### config.mk
export PLATFORM = sky130hd
export DESIGN_NAME = boot_strap_sel
export DESIGN_NICKNAME = d
export VERILOG_FILES = /design/src/rtl/bss_pkg.sv /design/src/rtl/bss_sync.sv /design/src/rtl/bss_seq.sv /design/src/rtl/bss_pinmap.sv /design/src/rtl/boot_strap_sel.sv
export SDC_FILE = /design/constraint.sdc
export NUM_CORES = 1
export LEC_CHECK = 0
export BUFFER_PORTS_ARGS = -buffer_cell sky130_fd_sc_hd__buf_2
export CAP_MARGIN = 5
export CORE_MARGIN = 3
export CORE_UTILIZATION = 40
export DETAILED_ROUTE_END_ITERATION = 7
export PLACE_DENSITY_LB_ADDON = 0.2
export RECOVER_POWER = 100
export SLEW_MARGIN = 20
export SYNTH_ARGS = -nofsm -noshare
export SYNTH_HDL_FRONTEND = slang
export SYNTH_HIERARCHICAL = 1
export SYNTH_SLANG_ARGS = --single-unit
### constraint.sdc
create_clock -name clk -period 7.1 [get_ports clk]
set_clock_uncertainty 0.2 [all_clocks]
set_input_delay 2.13 -clock clk [delete_from_list [all_inputs] [get_ports clk]]
set_output_delay 2.13 -clock clk [all_outputs]
set_load 0.02 [all_outputs]
### src/rtl/bss_pkg.sv
package bss_pkg;
   typedef enum logic [1:0] {
      BM_PARALLEL = 2'b00,
      BM_HSSERIAL = 2'b01,
      BM_SPISLAVE = 2'b10,
      BM_STANDALN = 2'b11
   } boot_mode_e;

   typedef enum logic [1:0] {
      ST_CAPTURE,
      ST_WINDOW,
      ST_READY
   } boot_state_e;

   localparam logic [1:0] FN_GPIO   = 2'd0;
   localparam logic [1:0] FN_EEPROM = 2'd1;
   localparam logic [1:0] FN_UART   = 2'd2;
   localparam logic [1:0] FN_OTGID  = 2'd3;

   localparam int NUM_IF = 4;
endpackage

### src/rtl/bss_sync.sv
module bss_sync #(
   parameter int WIDTH  = 1,
   parameter int STAGES = 2
) (
   input  logic             clk,
   input  logic [WIDTH-1:0] d_i,
   output logic [WIDTH-1:0] q_o
);
   if (STAGES < 2) begin : g_bad_stages
      $error("bss_sync: STAGES must be at least 2");
   end

   logic [WIDTH-1:0] chain [STAGES];

   always_ff @(posedge clk) begin
      chain[0] <= d_i;
   end

   for (genvar s = 1; s < STAGES; s++) begin : g_stage
      always_ff @(posedge clk) begin
         chain[s] <= chain[s-1];
      end
   end

   assign q_o = chain[STAGES-1];
endmodule

### src/rtl/bss_seq.sv
module bss_seq
   import bss_pkg::*;
#(
   parameter int BOOT_CYC = 750000
) (
   input  logic       clk,
   input  logic       rst_n,
   input  logic [1:0] strap_s_i,
   output logic [1:0] mode_q_o,
   output logic       done_o
);
   localparam int CW = (BOOT_CYC < 2) ? 1 : $clog2(BOOT_CYC);
   localparam logic [CW-1:0] LAST = CW'(BOOT_CYC - 1);

   if (BOOT_CYC < 1) begin : g_bad_cyc
      $error("bss_seq: BOOT_CYC must be at least 1");
   end

   boot_state_e      state;
   logic [CW-1:0]    cnt;
   logic [1:0]       mode_q;

   always_ff @(posedge clk or negedge rst_n) begin
      if (!rst_n) begin
         state  <= ST_CAPTURE;
         cnt    <= '0;
         mode_q <= '0;
      end else begin
         unique case (state)
            ST_CAPTURE: begin
               mode_q <= strap_s_i;
               cnt    <= '0;
               state  <= ST_WINDOW;
            end
            ST_WINDOW: begin
               if (cnt == LAST) begin
                  state <= ST_READY;
               end else begin
                  cnt <= cnt + 1'b1;
               end
            end
            default: state <= ST_READY;
         endcase
      end
   end

   assign mode_q_o = mode_q;
   assign done_o   = (state == ST_READY);
endmodule

### src/rtl/bss_pinmap.sv
module bss_pinmap
   import bss_pkg::*;
#(
   parameter int GPIO_W    = 8,
   parameter int USB_PORTS = 4
) (
   input  logic                  done_i,
   input  logic [1:0]            mode_i,
   input  logic                  otg_id_s_i,
   output logic [NUM_IF-1:0]     if_en_o,
   output logic [GPIO_W-1:0]     pin_oe_o,
   output logic [2*GPIO_W-1:0]   pin_func_o,
   output logic [USB_PORTS-1:0]  usb_role_o
);
   localparam int P_EE_HI = GPIO_W - 1;
   localparam int P_EE_LO = GPIO_W - 2;
   localparam int P_TX    = GPIO_W - 3;
   localparam int P_RX    = GPIO_W - 4;
   localparam int P_ID    = GPIO_W - 5;

   logic standalone;
   assign standalone = done_i && (mode_i == BM_STANDALN);

   for (genvar k = 0; k < NUM_IF; k++) begin : g_ifen
      assign if_en_o[k] = done_i && (mode_i == 2'(k));
   end

   for (genvar i = 0; i < GPIO_W; i++) begin : g_pin
      if (i == P_EE_HI || i == P_EE_LO) begin : g_ee
         assign pin_oe_o[i]        = standalone;
         assign pin_func_o[2*i+:2] = standalone ? FN_EEPROM : FN_GPIO;
      end else if (i == P_TX) begin : g_tx
         assign pin_oe_o[i]        = standalone;
         assign pin_func_o[2*i+:2] = standalone ? FN_UART : FN_GPIO;
      end else if (i == P_RX) begin : g_rx
         assign pin_oe_o[i]        = 1'b0;
         assign pin_func_o[2*i+:2] = standalone ? FN_UART : FN_GPIO;
      end else if (i == P_ID) begin : g_id
         assign pin_oe_o[i]        = 1'b0;
         assign pin_func_o[2*i+:2] = standalone ? FN_OTGID : FN_GPIO;
      end else begin : g_gp
         assign pin_oe_o[i]        = 1'b0;
         assign pin_func_o[2*i+:2] = FN_GPIO;
      end
   end

   for (genvar u = 0; u < USB_PORTS; u++) begin : g_usb
      if (u == 0) begin : g_otg
         assign usb_role_o[u] = standalone && otg_id_s_i;
      end else begin : g_fixed
         assign usb_role_o[u] = standalone;
      end
   end
endmodule

### src/rtl/boot_strap_sel.sv
module boot_strap_sel
   import bss_pkg::*;
#(
   parameter int GPIO_W      = 8,
   parameter int USB_PORTS   = 4,
   parameter int BOOT_CYC    = 750000,
   parameter int SYNC_STAGES = 2
) (
   input  logic                  clk,
   input  logic                  rst_n,
   input  logic [1:0]            strap_i,
   input  logic                  otg_id_i,
   output logic                  boot_busy_o,
   output logic                  boot_done_o,
   output logic [1:0]            mode_o,
   output logic [3:0]            if_en_o,
   output logic [GPIO_W-1:0]     pin_oe_o,
   output logic [2*GPIO_W-1:0]   pin_func_o,
   output logic [USB_PORTS-1:0]  usb_role_o
);
   if (GPIO_W < 5) begin : g_bad_w
      $error("boot_strap_sel: GPIO_W must be at least 5");
   end
   if (USB_PORTS < 1) begin : g_bad_usb
      $error("boot_strap_sel: USB_PORTS must be at least 1");
   end

   logic [1:0] strap_s;
   logic       otg_id_s;
   logic [1:0] mode_q;
   logic       done;

   bss_sync #(.WIDTH(2), .STAGES(SYNC_STAGES)) u_strap_sync (
      .clk (clk),
      .d_i (strap_i),
      .q_o (strap_s)
   );

   bss_sync #(.WIDTH(1), .STAGES(SYNC_STAGES)) u_id_sync (
      .clk (clk),
      .d_i (otg_id_i),
      .q_o (otg_id_s)
   );

   bss_seq #(.BOOT_CYC(BOOT_CYC)) u_seq (
      .clk       (clk),
      .rst_n     (rst_n),
      .strap_s_i (strap_s),
      .mode_q_o  (mode_q),
      .done_o    (done)
   );

   bss_pinmap #(.GPIO_W(GPIO_W), .USB_PORTS(USB_PORTS)) u_map (
      .done_i     (done),
      .mode_i     (mode_q),
      .otg_id_s_i (otg_id_s),
      .if_en_o    (if_en_o),
      .pin_oe_o   (pin_oe_o),
      .pin_func_o (pin_func_o),
      .usb_role_o (usb_role_o)
   );

   assign boot_done_o = done;
   assign boot_busy_o = ~done;
   assign mode_o      = done ? mode_q : 2'b00;
endmodule

==> results of run 1 <==
-- cell usage after synthesis, types with 2 or more instances --
| library cell | number | area, um^2 |
|---|---|---|
| a21oi_1 | 3 | 15.0 |
| a22o_1 | 6 | 52.6 |
| a31o_2 | 3 | 26.3 |
| and2_1 | 3 | 18.8 |
| and3_1 | 3 | 18.8 |
| and3b_2 | 2 | 20.0 |
| buf_4 | 32 | 240 |
| clkbuf_1 | 4 | 15.0 |
| dfrtp_1 | 24 | 601 |
| dfxtp_1 | 6 | 120 |
| inv_1 | 5 | 18.8 |
| mux2_2 | 8 | 90.1 |
| mux2i_1 | 4 | 40.0 |
| nand2_1 | 20 | 75.1 |
| nand3_1 | 8 | 40.0 |
| nand4_1 | 10 | 62.6 |
| nor2_1 | 12 | 45.0 |
| nor3_1 | 6 | 30.0 |
| nor3b_1 | 2 | 15.0 |
| nor4_2 | 2 | 25.0 |
| o21ai_0 | 6 | 30.0 |
| o311ai_0 | 3 | 26.3 |
| or3_1 | 2 | 12.5 |
-- power groups by stage --
stage	clock [uW]	combinational, uW	sequential (uW)
floorplan	0	14.0	176
global placement	0	10.7	176
detailed placement	0	10.7	176
CTS	171	10.7	173
global route	179	12.1	173
finish	165	10.5	173
-- layout by cell type, fill, tap and decap left out, types with 2 or more instances in the layout --
master	n
dfrtp_1	24
nor4_2	2
clkbuf_1	24
and3_1	4
and3b_2	2
nand2_1	20
dfxtp_1	6
or3_1	2
a21oi_1	3
nor3_1	6
nor3b_1	2
clkbuf_8	5
inv_1	5
mux2_2	8
nor2_1	12
mux2i_1	4
o311ai_0	3
buf_2	5
o21ai_0	7
nand3_1	8
nand4_1	10
and2_1	3
a22o_1	6
nor4_1	2
a31o_2	3
conb_1	15
-- cell families (layout without fill, tap and decap cells) --
| family | after synthesis | count (layout) | share of synthesized area [%] |
|---|---|---|---|
| buf+inv | 44 | 40 | 15.7 |
| compound gates | 29 | 29 | 11.4 |
| other cells | 1 | 15 | 0.199 |
| simple gates | 85 | 85 | 26.7 |
| fa+ha+maj | 1 | 1 | 0.665 |
| flops | 30 | 30 | 38.3 |
| mux | 12 | 12 | 6.92 |
-- sequential cells by signal, summed over array words and instances (netlist names) --
register / count
u_seq/cnt: 20
u_strap_sync/chain: 4
u_id_sync/chain: 2
u_seq/mode_q_o: 2
u_seq/state: 2
-- stage by stage --
step,hold WS (ns),util [%],instances,setup slack [ns],power [uW]
2_1_floorplan,0.110,-,216,2.83,190
3_3_place_gp,0.112,41.9,256,3.36,187
3_5_place_dp,0.117,41.9,256,3.27,187
4_1_cts,0.132,44.3,264,2.96,355
5_1_grt,0.133,43.1,264,2.19,363
6_report,0.128,43.1,264,2.49,348
-- final cells by class --
type	instances	area (um^2)
fillers	457	2530
multi-input cells	142	897
flip-flops and latches	30	721
repair buffers	27	108
clock buffers	7	76.3
well taps	52	65.1
clock inverters	1	30.0
inverters	5	18.8
-- routing by layer --
metal	vias up	track usage, %
met5	-	0
met4	0	4.74
met3	4	3.65
met2	38	19.4
met1	640	19.7
li1	705	-
-- worst paths after layout --
kind | startpoint | to | slack [ns] | depth (start not counted)
max in group asynchronous | rst_n | u_seq/cnt[10] | 4.01 | 1
min reg2reg | u_strap_sync/chain[0][1] | u_strap_sync/chain[0][3] | 0.13 | 0
max | u_seq/state[0] | usb_role_o[3] | 2.49 | 4
max reg2reg | u_seq/state[0] | u_seq/cnt[14] | 4.53 | 5
min | u_strap_sync/chain[0][1] | u_strap_sync/chain[0][3] | 0.13 | 0
min in group asynchronous | rst_n | u_seq/cnt[5] | 1.93 | 1
==> results.tsv, run 1 <==
stage	metric	value	unit
outcome	outcome	finished clean	
place	placer congestion estimate	0.739	
clocking	CTS tree	built	
die	die height	74.6	um
grt	antenna violations before repair	0	
finish	P&R area growth vs syn	1.86	%
yosys	Seq/Total Area, Yosys	38.3	%
place	DP HPWL	2.42	mm
yosys	Top FF cell, synth	dfrtp_1	
yosys	Synthesis Warnings	6	
setup_path	CP startpoint kind	register	
setup_path	Setup CP Type	reg -> out	
setup_path	critical path required time	4.77	ns
routing	1st-pass router iterations	4	
timing	Hold Vio Cnt, Final	0	
routing	met3 routed WL	171	um
timing	minimum clock period after layout	4.61	ns
finish	ratio of cells with drive above 1 in the final layout	15.1	%
place	dpl cell area	0.00186	mm^2
power_and_ir_drop	clock network fraction of design power	47.5	%
finish	Finished Cell Area	0.00192	mm^2
power_and_ir_drop	P_int	278	uW
place	PortBufs	25	
clocking	clock root buffer	clkbuf_8	
routing	DR DRC count	0	
setup_path	Worst path top cell family by delay	simple AND/OR/NAND/NOR gates	
routing	top layer in use	met4	
routing	DR iter-0 viols	128	
die	num ports	41	
power_and_ir_drop	net switching power	70.7	uW
clocking	postcts setup bufs	0	
clocking	post_cts resized	0	
power_and_ir_drop	worst vdd ir	79.0	uV
clocking	Skew-Pair Late Insertion Delay	0.27	ns
setup_path	Buf/Inv on CP	2	
setup_path	critical-path cell list	clkbuf_1, nor2b_1, and3_1, clkbuf_1	
clocking	CTS Sinks	30	
grt	Tot GR Track Use	13.6	%
die	Die X-Extent	74.6	um
die	DIE AREA	0.00556	mm^2
clocking	cts hold-fix bufs	0	
setup_path	Most common cell on crit path	clkbuf_1	
grt	vias in the first global route	1150	
routing	Routed WL per cell	13.3	um
yosys	#FFs+latches synth	30	
timing	Setup violations, final	0	
timing	crit share post-route	64.9	%
clocking	CTS H-tree depth	2	
power_and_ir_drop	Logic pwr share	3.0	%
setup_path	Crit. End Element	output pin	
setup_path	critical-path maximum fanout	26	
yosys	Post-synth EDFFs	0	
grt	total grt overflow	0	
grt	largest net degree at the start of global routing	33	
job	max_cap viols	0	
die	row count	24	
routing	Antenna Violating Nets Remaining	0	
routing	final wirelength	3.51	mm
yosys	asr flop ratio synth	80.0	%
routing	via count	1387	
setup_path	Arr. time, crit path	2.28	ns
clocking	cts bufs inserted	5	
grt	first-pass GRT wire length	5.77	mm
finish	ANT cells	0	
power_and_ir_drop	Flop pwr share	49.5	%
die	core area	0.00444	mm^2
timing	RSZ-0062 raised after global routing	false	
power_and_ir_drop	Leakage	0.000806	uW
yosys	Distinct cells, synth	51	
timing	worst slew pin tran	1.30	ns
clocking	CTS clock-pin slew for the worst setup and hold paths	0.06	ns
power_and_ir_drop	pwr dens	182	mW/mm^2
timing	max frequency	0.217	GHz
routing	via/cell ratio	5.25	
clocking	Max clock buf depth	2	
routing	met1 wire length	1.78	mm
yosys	synthesized cell area	0.00188	mm^2
setup_path	highest cell delay on the worst timing path	0.52	ns
routing	routed length on met2	1.51	mm
power_and_ir_drop	Sw Share	20.3	%
yosys	Post-Synthesis Cells	202	
finish	nets@finish	217	
yosys	Syn Area/Cell	9.31	um^2
timing	Slew Limit Fails	0	
min_path	Hold Path Class	reg -> reg	
die	Initial Utilization	42.3	%
setup_path	CP max-delay cell	nor2b_1	
timing	sum of negative setup slack	0	ns
timing	slew margin rel.	13.3	%
Note: power is estimated with default switching activity, not from simulation.
==> run 2: changes to the inputs <==
Clock period 7.1 ns to 4.65 ns, I/O delays scaled along.
==> results.tsv, run 2 (synthesis gave the netlist of run 1 again) <==
stage	metric	value	unit	change
finish	FF+latch area	721	um^2	unchanged
power_and_ir_drop	net switching power	117	uW	+65%
finish	nets@finish	217		unchanged
routing	Antenna Violating Nets Remaining	0		unchanged
routing	1st-pass router iterations	4		unchanged
routing	via count	1380		-0.50%
clocking	CTS tree	built		
finish	biggest regs	u_seq/cnt (20), u_strap_sync/chain (4)		
power_and_ir_drop	Sw Share	21.7	%	+1.4 points
setup_path	Critical path destination	usb_role_o[1]		
place	placer congestion estimate	0.739		about the same
routing	final wirelength	3.57	mm	+1.8%
grt	vias in the first global route	1140		-0.87%
die	die height	74.6	um	unchanged
die	Initial Utilization	42.3	%	unchanged
finish	multi-input logic area	898	um^2	+0.14%
timing	worst slew pin tran	1.29	ns	-0.0154 ns
power_and_ir_drop	Leakage	0.000861	uW	+6.8%
clocking	CTS Sinks	30		unchanged
setup_path	CP startpoint kind	register		
timing	Hold Vio Cnt, Final	0		unchanged
clocking	cts bufs inserted	5		unchanged
setup_path	Arr. time, crit path	2.26	ns	-0.02 ns
timing	Slew Limit Fails	0		unchanged
setup_path	reg2reg end	u_seq/cnt[16]		
timing	crit share post-route	82.8	%	
finish	commonest non-fill, non-tap cell in the layout	dfrtp_1		
setup_path	critical path required time	3.05	ns	-1.72 ns
power_and_ir_drop	Flop pwr share	49.0	%	-0.5 points
clocking	CTS clock-pin slew for the worst setup and hold paths	0.07	ns	about the same
clocking	Skew-Pair Late Insertion Delay	0.29	ns	+0.02 ns
timing	Setup violations, final	0		unchanged
power_and_ir_drop	worst vdd ir	109	uV	+38%
power_and_ir_drop	Tot Pwr	538	uW	+54%
setup_path	R2R setup slack	2.05	ns	-2.48 ns
finish	ANT cells	0		unchanged
finish	Largest Register	u_seq/cnt		
place	PortBufs	25		unchanged
place	DP HPWL	2.44	mm	+0.65%
grt	antenna violations before repair	0		unchanged
setup_path	crit path launch	u_seq/state[0]		
clocking	post_cts resized	0		unchanged
place	placed cells	256		unchanged
die	num ports	41		unchanged
finish	ratio of cells with drive above 1 in the final layout	21.2	%	+6.1 points
setup_path	critical-path cell list	clkbuf_1, nor2b_1, and3_2, clkbuf_1		
setup_path	highest cell delay on the worst timing path	0.79	ns	+0.27 ns
timing	max frequency	0.260	GHz	
setup_path	Most common cell on crit path	clkbuf_1		
setup_path	worst reg-to-reg path cell count	5		unchanged
die	DIE AREA	0.00556	mm^2	unchanged
power_and_ir_drop	Logic pwr share	3.0	%	about the same
min_path	worst hold start	u_strap_sync/chain[0][1]		
timing	sum of negative setup slack	0	ns	unchanged
timing	slew margin rel.	14.3	%	+1.0 points
die	row count	24		unchanged
die	core area	0.00444	mm^2	unchanged
min_path	Hold Path Class	reg -> reg		
power_and_ir_drop	clock network fraction of design power	48.0	%	+0.5 points
clocking	Max clock buf depth	2		unchanged
grt	first-pass GRT wire length	5.79	mm	+0.36%
clocking	clock root buffer	clkbuf_8		
setup_path	CP max-delay cell	clkbuf_1		
power_and_ir_drop	pwr dens	278	mW/mm^2	+53%
finish	fin util	43.5	%	+0.39 points
routing	DR iter-0 viols	127		-0.78%
timing	minimum clock period after layout	3.85	ns	
finish	Final Non-Filler Cells	264		unchanged
finish	max reg flops	20		unchanged
clocking	CTS H-tree depth	2		unchanged
timing	worst hold margin	0.128	ns	+0.0000880 ns
grt	largest net degree at the start of global routing	33		unchanged
routing	via/cell ratio	5.23		-0.50%
setup_path	critical-path maximum fanout	26		unchanged
finish	# fillers	454		-0.66%
job	max_cap viols	0		unchanged
grt	total grt overflow	0		unchanged
setup_path	Crit. End Element	output pin		
routing	DR DRC count	0		unchanged
setup_path	Crit Reg-Reg Startpoint	u_seq/state[0]		
clocking	cts hold-fix bufs	0		unchanged
power_and_ir_drop	P_int	421	uW	+52%
setup_path	Setup CP Type	reg -> out		
outcome	outcome	finished clean		
routing	Routed WL per cell	13.5	um	+1.8%
finish	leading cell types in the layout, fill and taps excluded	24 x dfrtp_1, 20 x nand2_1, 16 x buf_2		
finish	P&R area growth vs syn	2.79	%	
clocking	postcts setup bufs	0		unchanged
timing	RSZ-0062 raised after global routing	false		
grt	Tot GR Track Use	14.0	%	+0.37 points
die	Die X-Extent	74.6	um	unchanged
run 2: critical path, delay by kind of cell (launching register included):
family | cells | cell delay [ns]
buffers and inverters | 2 | 0.97
DFF | 1 | 0.32
and+or+nand+nor | 2 | 0.67
run 2: per-layer routing:
layer  up-vias  track usage, %  part of all wire [%]
met4         0            6.52                   2.0
met2        36            20.1                    45
met5         -               0                     0
li1        702               -                     -
met3         7            4.05                   5.1
met1       635            19.2                    48
run 2: how the worst min path moves through the flow:
stage,end,cells past startpoint
global placement,u_id_sync/chain[0][1],0
detailed placement,u_strap_sync/chain[0][3],0
floorplan,u_id_sync/chain[0][1],0
CTS,u_strap_sync/chain[0][3],0
finish,u_strap_sync/chain[0][3],0
global route,u_strap_sync/chain[0][3],0
run 2: layout make-up:
| type | instances | share of cell area, % |
|---|---|---|
| multi-input cells | 142 | 46.5 |
| flip-flops and latches | 30 | 37.3 |
| repair buffers | 27 | 6.28 |
| clock buffers | 5 | 3.56 |
| well taps | 52 | 3.37 |
| clock inverters | 3 | 2.07 |
| inverters | 5 | 0.971 |
run 2: metrics by stage:
step	setup slack [ns]	instance area [um^2]
2_1_floorplan	1.12	1930
3_3_place_gp	1.64	1860
3_5_place_dp	1.56	1860
4_1_cts	1.24	1970
5_1_grt	0.557	1930
6_report	0.799	1930
run 2: power by group through the flow:
stage	sequential [uW]	clock [uW]	combinational [uW]
final	264	259	15.9
after global routing	264	278	18.4
after CTS	264	267	16.4
after detailed placement	269	0	16.3
after global placement	268	0	16.3
after floorplan	268	0	21.3
==> run 3: changes to the inputs <==
Settings changed: ABC_AREA set to 1.
Clock period 4.65 ns to 3.1 ns, I/O delays scaled along.
==> results.tsv, run 3 <==
stage	metric	value	unit	change
yosys	Syn Area/Cell	7.34	um^2	-21%
power_and_ir_drop	net switching power	172	uW	+47%
timing	crit share post-route	90.4	%	
finish	max reg flops	20		unchanged
timing	Setup violations, final	0		unchanged
yosys	top post-synthesis cells by count	73 x nand2_1, 34 x nor2_1, 30 x buf_4		
routing	Routed WL per cell	11.4	um	-16%
finish	ANT cells	0		unchanged
yosys	XOR/XNOR share of the synthesized area	3.96	%	+4.0 points
routing	DR iter-0 viols	49		-61%
finish	P&R area growth vs syn	1.26	%	
die	DIE AREA	0.00585	mm^2	+5.3%
place	placed cells	341		+33%
power_and_ir_drop	worst vdd ir	193	uV	+76%
routing	top layer in use	met4		
yosys	fraction of the mapped netlist area in simple logic gates	34.5	%	+7.7 points
yosys	Seq/Total Area, Yosys	36.2	%	-2.1 points
setup_path	Worst path top cell family by delay	buffers and inverters		
die	row count	25		+4.2%
die	Die X-Extent	76.5	um	+2.6%
power_and_ir_drop	Tot Pwr	746	uW	+39%
setup_path	Arr. time, crit path	1.67	ns	-0.59 ns
routing	via count	1565		+13%
setup_path	highest cell delay on the worst timing path	0.39	ns	-0.40 ns
place	DP HPWL	2.98	mm	+22%
place	placer congestion estimate	0.830		+12%
yosys	Synth Area in Compound Gates	4.78	%	-6.7 points
grt	largest net degree at the start of global routing	25		-24%
clocking	CTS Sinks	30		unchanged
yosys	Top FF cell, synth	dfrtp_1		
yosys	synthesized cell area	0.00199	mm^2	+5.7%
grt	antenna violations before repair	0		unchanged
timing	sum of negative setup slack	0	ns	unchanged
routing	Antenna Violating Nets Remaining	0		unchanged
clocking	Max clock buf depth	2		unchanged
clocking	CTS clock-pin slew for the worst setup and hold paths	0.06	ns	about the same
job	max_cap viols	0		unchanged
finish	Largest Register	u_seq/cnt		
routing	met1 wire length	1.81	mm	+6.5%
power_and_ir_drop	clock network fraction of design power	43.8	%	-4.2 points
yosys	#FFs+latches synth	30		unchanged
setup_path	critical-path cell list	inv_1, nor2_2, nand3_1, inv_1, clkbuf_1		
timing	max frequency	0.357	GHz	
grt	total grt overflow	0		unchanged
yosys	Adder-Cell Fraction of Synth Area	0.629	%	-0.036 points
routing	via/cell ratio	4.48		-14%
yosys	Synthesis Warnings	6		unchanged
finish	fin util	42.3	%	-1.2 points
power_and_ir_drop	Flop pwr share	53.0	%	+4.0 points
finish	nets@finish	287		+32%
finish	ratio of cells with drive above 1 in the final layout	13.1	%	-8.1 points
outcome	outcome	finished clean		
yosys	asr flop ratio synth	80.0	%	unchanged
power_and_ir_drop	Leakage	0.000978	uW	+14%
setup_path	Buf/Inv on CP	3		+1
setup_path	critical-path maximum fanout	13		-50%
finish	# fillers	515		+13%
timing	Hold Vio Cnt, Final	0		unchanged
grt	Tot GR Track Use	14.9	%	+0.98 points
finish	biggest regs	u_seq/cnt (20), u_strap_sync/chain (4)		
yosys	Post-synth EDFFs	0		unchanged
grt	vias in the first global route	1438		+26%
power_and_ir_drop	Sw Share	23.0	%	+1.3 points
clocking	CTS H-tree depth	2		unchanged
yosys	mux cell area share after synthesis	1.13	%	-5.8 points
power_and_ir_drop	Logic pwr share	3.2	%	+0.2 points
timing	minimum clock period after layout	2.80	ns	
clocking	Skew-Pair Late Insertion Delay	0.28	ns	about the same
setup_path	Crit. End Element	output pin		
clocking	cts bufs inserted	5		unchanged
setup_path	CP startpoint kind	register		
finish	leading cell types in the layout, fill and taps excluded	75 x nand2_1, 35 x nor2_1, 25 x inv_1		
timing	Slew Limit Fails	0		unchanged
timing	RSZ-0062 raised after global routing	false		
timing	slew margin rel.	16.6	%	+2.3 points
setup_path	critical path required time	1.97	ns	-1.08 ns
clocking	clock root buffer	clkbuf_8		
die	die height	76.5	um	+2.6%
setup_path	Setup CP Type	reg -> out		
yosys	main combinational cell family by area after synthesis	simple AND/OR/NAND/NOR gates		
power_and_ir_drop	P_int	574	uW	+36%
die	core area	0.00475	mm^2	+7.0%
finish	commonest non-fill, non-tap cell in the layout	nand2_1		
routing	1st-pass router iterations	4		unchanged
die	Initial Utilization	41.8	%	-0.50 points
finish	Final Non-Filler Cells	349		+32%
clocking	CTS tree	built		
clocking	postcts setup bufs	0		unchanged
grt	first-pass GRT wire length	6.91	mm	+19%
routing	routed length on met2	1.83	mm	+13%
yosys	Distinct cells, synth	29		-43%
yosys	top post-synthesis cells by area	dfrtp_1 30%, nand2_1 14%, buf_4 11%		
die	num ports	41		unchanged
routing	met3 routed WL	268	um	+47%
place	PortBufs	25		unchanged
routing	DR DRC count	0		unchanged
timing	worst slew pin tran	1.25	ns	-0.0350 ns
power_and_ir_drop	pwr dens	370	mW/mm^2	+33%
yosys	Post-Synthesis Cells	271		+34%
yosys	top-count cell post-synth	nand2_1		
setup_path	CP max-delay cell	dfrtp_1		
setup_path	Most common cell on crit path	inv_1		
min_path	Hold Path Class	reg -> reg		
routing	final wirelength	3.99	mm	+12%
yosys	area share of the largest cell type after synthesis	30.2	%	-1.7 points
yosys	Synth area leader	dfrtp_1		
-- run 3: per-stage QoR --
step / hold WS (ns) / setup WS (ns) / cell area (um^2)
2_1_floorplan: 0.110 / 0.383 / 2040
3_3_place_gp: 0.111 / 0.589 / 1980
3_5_place_dp: 0.113 / 0.506 / 1980
4_1_cts: 0.129 / 0.186 / 2080
5_1_grt: 0.141 / 0.0743 / 2010
6_report: 0.126 / 0.298 / 2010
-- run 3: what timing repair did --
action,in CTS,in global routing
hold buffers,0,0
resized for setup,0,1
endpoints found under the setup margin,0,13
-- run 3: cells by family (layout without fill, tap and decap cells) --
group | Yosys count | in the layout
AO/OA/AOI/OAI | 14 | 14
XOR/XNOR | 9 | 9
adder cells (fa/ha/maj) | 1 | 1
buffers and inverters | 63 | 60
flip-flops | 30 | 30
multiplexers | 2 | 2
other | 1 | 15
AND/OR/NAND/NOR | 151 | 151
-- run 3: worst paths after layout --
check / start / end / slack (ns) / depth (start not counted)
max reg2reg: u_seq/cnt[0] / u_seq/cnt[17] / 0.54 / 6
min: u_strap_sync/chain[0][1] / u_strap_sync/chain[0][3] / 0.13 / 0
min reg2reg: u_strap_sync/chain[0][1] / u_strap_sync/chain[0][3] / 0.13 / 0
max: u_seq/state[1] / pin_func_o[9] / 0.30 / 5
max in group asynchronous: rst_n / u_seq/cnt[6] / 1.27 / 1
min in group asynchronous: rst_n / u_seq/cnt[17] / 0.70 / 1
-- run 3: area by class of cell --
type / instances / area (um^2) / area share (%)
tap: 67 / 83.8 / 4.16
clock inverter: 2 / 12.5 / 0.622
clock buffer: 6 / 82.6 / 4.10
inverter: 27 / 101 / 5.03
multi-input combinational: 192 / 903 / 44.9
timing repair buffer: 25 / 109 / 5.41
sequential: 30 / 721 / 35.8
-- run 3: metal layers --
layer,global-route usage [%],vias up
met5,0,-
li1,-,812
met4,6.52,0
met3,3.78,7
met1,18.8,695
met2,24.2,51
-- run 3: worst register-to-register path, stage by stage (launching register included) --
cell and delay, ns:
dfrtp_1 0.42, ha_1 0.26, nand3_1 0.20, nor2_1 0.19
nand3_2 0.11, o21ai_1 0.79, o21ai_0 0.23
-- run 3: power groups by stage --
stage,combinational (uW),sequential [uW],clock [uW]
after detailed placement,24.5,403,0
final,24.1,395,326
after global routing,27.0,395,362
after global placement,24.5,403,0
after CTS,24.6,395,343
after floorplan,32.3,403,0
